$ cat config.mk
export PLATFORM = sky130hd
export DESIGN_NAME = tsm_master
export DESIGN_NICKNAME = d
export VERILOG_FILES = /design/src/rtl/tsm_pkg.sv /design/src/rtl/tsm_start_sync.sv /design/src/rtl/tsm_counter.sv /design/src/rtl/tsm_out_port.sv /design/src/rtl/tsm_master.sv
export SDC_FILE = /design/constraint.sdc
export NUM_CORES = 1
export LEC_CHECK = 0
export BUFFER_PORTS_ARGS = -buffer_cell sky130_fd_sc_hd__buf_4
export CORE_UTILIZATION = 57
export DETAILED_ROUTE_END_ITERATION = 12
export MAX_ROUTING_LAYER = met4
export PLACE_DENSITY = 0.85
export REMOVE_ABC_BUFFERS = 1
export SYNTH_ARGS = -nofsm -noshare
export SYNTH_HDL_FRONTEND = slang
export SYNTH_SLANG_ARGS = --single-unit
$ cat constraint.sdc
create_clock -name clk -period 5.3 [get_ports clk]
set_input_delay 1.59 -clock clk [delete_from_list [all_inputs] [get_ports clk]]
set_output_delay 1.59 -clock clk [all_outputs]
set_load 0.1 [all_outputs]
$ cat src/rtl/tsm_pkg.sv
package tsm_pkg;

  // Pair of strobes produced by one distribution output
  typedef struct packed {
    logic sync;
    logic start;
  } strobe_t;

endpackage

$ cat src/rtl/tsm_start_sync.sv
module tsm_start_sync #(
  parameter int STAGES = 2
) (
  input  logic clk,
  input  logic rst_n,
  input  logic req,
  output logic start_evt
);

  logic [STAGES-1:0] sh_q;
  logic              last_q;

  always_ff @(posedge clk or negedge rst_n) begin
    if (!rst_n) begin
      sh_q   <= '0;
      last_q <= 1'b0;
    end else begin
      sh_q   <= {sh_q[STAGES-2:0], req};
      last_q <= sh_q[STAGES-1];
    end
  end

  // rising edge of the synchronised request
  assign start_evt = sh_q[STAGES-1] & ~last_q;

  // a start event never lasts more than one cycle
  p_one_shot_r5: assert property (@(posedge clk) disable iff (!rst_n)
    start_evt |=> !start_evt);

endmodule

$ cat src/rtl/tsm_counter.sv
module tsm_counter #(
  parameter int TS_W      = 48,
  parameter int SYNC_LOG2 = 16
) (
  input  logic            clk,
  input  logic            rst_n,
  input  logic            start_evt,
  output logic [TS_W-1:0] count_q,
  output logic            wrap_evt
);

  logic running_q;

  function automatic logic at_last_tick(input logic [SYNC_LOG2-1:0] low);
    return &low;
  endfunction

  function automatic logic [TS_W-1:0] step(input logic [TS_W-1:0] v);
    return v + 1'b1;
  endfunction

  always_ff @(posedge clk or negedge rst_n) begin
    if (!rst_n) begin
      count_q   <= '0;
      running_q <= 1'b0;
    end else if (start_evt) begin
      count_q   <= '0;
      running_q <= 1'b1;
    end else if (running_q) begin
      count_q   <= step(count_q);
    end
  end

  // next edge closes a SYNC block, unless a start takes that edge
  assign wrap_evt = running_q & ~start_evt & at_last_tick(count_q[SYNC_LOG2-1:0]);

  // idle counter stays at zero
  p_idle_hold_r1: assert property (@(posedge clk) disable iff (!rst_n)
    (!running_q && !start_evt) |=> count_q == '0);

  // one tick per cycle while running
  p_step_r2: assert property (@(posedge clk) disable iff (!rst_n)
    (running_q && !start_evt) |=> count_q == TS_W'($past(count_q) + 1'b1));

  // a wrap event lands on a zero low field
  p_wrap_low_r3: assert property (@(posedge clk) disable iff (!rst_n)
    wrap_evt |=> count_q[SYNC_LOG2-1:0] == '0);

  // start clears and launches
  p_start_clear_r6: assert property (@(posedge clk) disable iff (!rst_n)
    start_evt |=> (count_q == '0) && running_q);

endmodule

$ cat src/rtl/tsm_out_port.sv
module tsm_out_port (
  input  logic             clk,
  input  logic             rst_n,
  input  logic             en,
  input  logic             sync_evt,
  input  logic             start_evt,
  output tsm_pkg::strobe_t strobe_q
);

  always_ff @(posedge clk or negedge rst_n) begin
    if (!rst_n) begin
      strobe_q <= '0;
    end else begin
      strobe_q.sync  <= en & sync_evt;
      strobe_q.start <= en & start_evt;
    end
  end

  // a disabled output raises nothing on the following cycle
  p_gate_r7: assert property (@(posedge clk) disable iff (!rst_n)
    !en |=> (!strobe_q.sync && !strobe_q.start));

endmodule

$ cat src/rtl/tsm_master.sv
module tsm_master #(
  parameter int TS_W        = 48,
  parameter int SYNC_LOG2   = 16,
  parameter int N_OUT       = 8,
  parameter int SYNC_STAGES = 2
) (
  input  logic             clk,
  input  logic             rst_n,
  input  logic             start_req,
  input  logic [N_OUT-1:0] port_en,
  output logic [TS_W-1:0]  timestamp,
  output logic [N_OUT-1:0] sync_out,
  output logic [N_OUT-1:0] start_out
);

  logic start_evt;
  logic wrap_evt;

  tsm_start_sync #(.STAGES(SYNC_STAGES)) u_start (
    .clk       (clk),
    .rst_n     (rst_n),
    .req       (start_req),
    .start_evt (start_evt)
  );

  tsm_counter #(.TS_W(TS_W), .SYNC_LOG2(SYNC_LOG2)) u_count (
    .clk       (clk),
    .rst_n     (rst_n),
    .start_evt (start_evt),
    .count_q   (timestamp),
    .wrap_evt  (wrap_evt)
  );

  tsm_pkg::strobe_t strobe [N_OUT];

  for (genvar g = 0; g < N_OUT; g++) begin : g_port
    tsm_out_port u_port (
      .clk       (clk),
      .rst_n     (rst_n),
      .en        (port_en[g]),
      .sync_evt  (wrap_evt),
      .start_evt (start_evt),
      .strobe_q  (strobe[g])
    );
    assign sync_out[g]  = strobe[g].sync;
    assign start_out[g] = strobe[g].start;
  end

  // SYNC strobes only on a zero low field
  p_sync_lowbits_r3: assert property (@(posedge clk) disable iff (!rst_n)
    (|sync_out) |-> timestamp[SYNC_LOG2-1:0] == '0);

  // start strobes coincide with a zero timestamp
  p_start_zero_r4: assert property (@(posedge clk) disable iff (!rst_n)
    (|start_out) |-> timestamp == '0);

  // start and SYNC never share a cycle on any output
  p_excl_r8: assert property (@(posedge clk) disable iff (!rst_n)
    (sync_out & start_out) == '0);

endmodule

==> impl_metrics.json <==
{
  "final_layout_size_suffix_gt1_share_pct": 26.0,
  "dieArea_um2": 5750,
  "synthArstFlopShare_pct": 100,
  "post-cts-setup-buffer-count": 0,
  "groute.usage.overall_pct": 27.0,
  "synthToLayoutAreaGrowth_pct": 24.6,
  "setup_slack_ns": 2.54,
  "tightest_slew_ns": 0.820,
  "cp_top_family": "flip-flops",
  "intPower_mw": 0.738,
  "firstDrtPassIters": 4,
  "ys_seq_elements": 68,
  "min_period_over_period_pct": 52.2,
  "path_cells": "buf_4",
  "synth-edff-count": 0,
  "min_period_ns": 2.76,
  "dp_cells": 436,
  "seq_area_um2": 1700,
  "hold_ws_ns": 0.354,
  "via_per_inst": 5.61,
  "power_density_nw_per_um2": 281,
  "finalSetupViolations": 0,
  "gr-total-overflow": 0,
  "cp_max_fo": 6,
  "portBuffers": 74,
  "clkSinkCount": 68,
  "fin_skew_ns": 0.00866,
  "grt_antenna_before_repair": 0,
  "drv_slew": 0,
  "final_area_um2": 3870,
  "p_total_mw": 1.09,
  "hold_class": "reg2reg",
  "utilization_pct": 74.8,
  "avgSynthCellArea_um2": 10.4,
  "cts_buffers": 9,
  "routed_wl_um": 6680,
  "synth_cell_types": 32,
  "slowest_stage": "dfrtp_1",
  "multi_input_area_um2": 1350,
  "vdd_drop_max_uv": 234,
  "clk_latency_ns": 0.34,
  "fin_cells": 451,
  "yosys_warnings": 0,
  "critPathLaunchType": "flip-flop",
  "nets": 389,
  "cts_root_buf": "clkbuf_8",
  "synth_top_area_cell": "dfrtp_1",
  "critPathBufInv": 1,
  "synth-main-ff-cell": "dfrtp_1",
  "ctsHoldBuffers": 0,
  "hold_viol": 0,
  "drc": 0,
  "synth_area_um2": 3110,
  "yosysSeqAreaShare_pct": 54.8,
  "total_leakage_power_nw": 1.89,
  "grt_max_degree": 69,
  "p_sw_share_pct": 32.2,
  "drtIter0Drc": 162,
  "grt_pass1_wl_um": 11100,
  "required_ns": 3.71,
  "slew_headroom_pct": 45.3,
  "detail-route-antenna-nets": 0,
  "fin_setup_tns_ns": 0,
  "rsz0062_at_grt": "no",
  "grt_pass1_vias": 2524,
  "final.fill_count": 376,
  "dp_slack_ns": 2.90,
  "cts_tree": "built",
  "cp_slowest_stage_delay_ns": 0.49,
  "syn_inst": 300,
  "die_w_um": 75.8,
  "crit_path_end_kind": "output pin",
  "clk_pin_slew_ns": 0.07,
  "outcome": "finished clean",
  "gp_congestion": 0.785,
  "yosys-top-cells-area": "dfrtp_1 (55%), xor2_1 (6.5%), nor2_1 (4.8%), nand3_1 (3.5%), and2_1 (3.4%)",
  "switchingPower_mw": 0.350,
  "layout_commonest_cell": "buf_4",
  "p_comb_share_pct": 17.2,
  "start_util_pct": 60.1,
  "ctsResizeCount": 0,
  "wl_per_cell_um": 14.8,
  "synth_top_area_share_pct": 54.8,
  "vias": 2531,
  "layout_common_cells": "buf_4 (76), dfrtp_1 (68), nor2_1 (40), xor2_1 (23), nand3_1 (22)",
  "cts_max_level": 3,
  "power_frac_seq_pct": 50.9,
  "place_hpwl_um": 4550,
  "clk_path_buf_depth": 2,
  "fp.dieH_um": 75.8,
  "cap_violations": 0,
  "clockPowerShare_pct": 31.9,
  "pin_count": 75,
  "rows": 26,
  "path_class": "reg2out",
  "core_um2": 5170,
  "critPathArrivalTime_ns": 1.17,
  "diodes": 0,
  "fmax_mhz": 362,
  "placed_cell_area_um2": 3720
}
synthesized netlist by cell type (4+ instances only):
master and instances:
nand2_1 19, dfrtp_1 68, xnor2_1 8, nand4_1 11, xor2_1 23, nand3_1 22, a21oi_1 15, o21ai_0 14
clkbuf_1 7, nor2_1 40, or3_1 15, inv_1 4, and3_1 6, and2_1 17
power groups by stage:
| stage | Sequential (mW) | Clock, mW | Combinational (mW) |
|---|---|---|---|
| global placement | 0.562 | 0 | 0.185 |
| global route | 0.556 | 0.374 | 0.196 |
| detailed placement | 0.563 | 0 | 0.188 |
| CTS | 0.553 | 0.353 | 0.188 |
| finish | 0.553 | 0.347 | 0.187 |
| floorplan | 0.668 | 0 | 0.0299 |
sequential cells by signal, indices dropped and copies added (netlist names):
name                    cells
u_count.running_q           1
u_start.sh_q                2
g_port.u_port.strobe_q     16
u_start.last_q              1
u_count.count_q            48
cell type report:
cell class,count,area share (%)
Clock buffer,12,3.49
Tap cell,70,2.26
Multi-Input combinational cell,218,34.8
Clock inverter,3,0.388
Timing Repair Buffer,76,14.7
Sequential cell,68,44.0
Inverter,4,0.388
cells by family after synthesis:
kind of cell | Yosys count | share of synthesized area [%]
AO/OA/AOI/OAI | 30 | 4.91
AND/OR/NAND/NOR | 154 | 28.4
XOR/XNOR | 31 | 8.74
multiplexers | 2 | 0.644
adder cells (fa/ha/maj) | 1 | 0.403
buffers and inverters | 14 | 2.17
flip-flops | 68 | 54.8
layer usage:
| metal | track usage, % | share of wire, % |
|---|---|---|
| met2 | 41.2 | 50 |
| met1 | 34.2 | 43 |
| met4 | 13.0 | 1.5 |
| met5 | - | 0 |
| met3 | 6.22 | 5.5 |
worst paths after layout:
path	startpoint	end	slack, ns	cells past startpoint
setup / recovery	u_count.count_q[10]	timestamp[10]	2.54	1
hold reg to reg	u_start.sh_q[0]	u_start.sh_q[1]	0.35	0
hold / removal	u_start.sh_q[0]	u_start.sh_q[1]	0.35	0
setup reg to reg	u_count.count_q[0]	u_count.count_q[36]	3.06	6
min in group asynchronous	rst_n	u_count.count_q[6]	1.35	1
max in group asynchronous	rst_n	g_port[1].u_port.strobe_q[1]	3.41	1
Power figures use the tool's default switching activity.
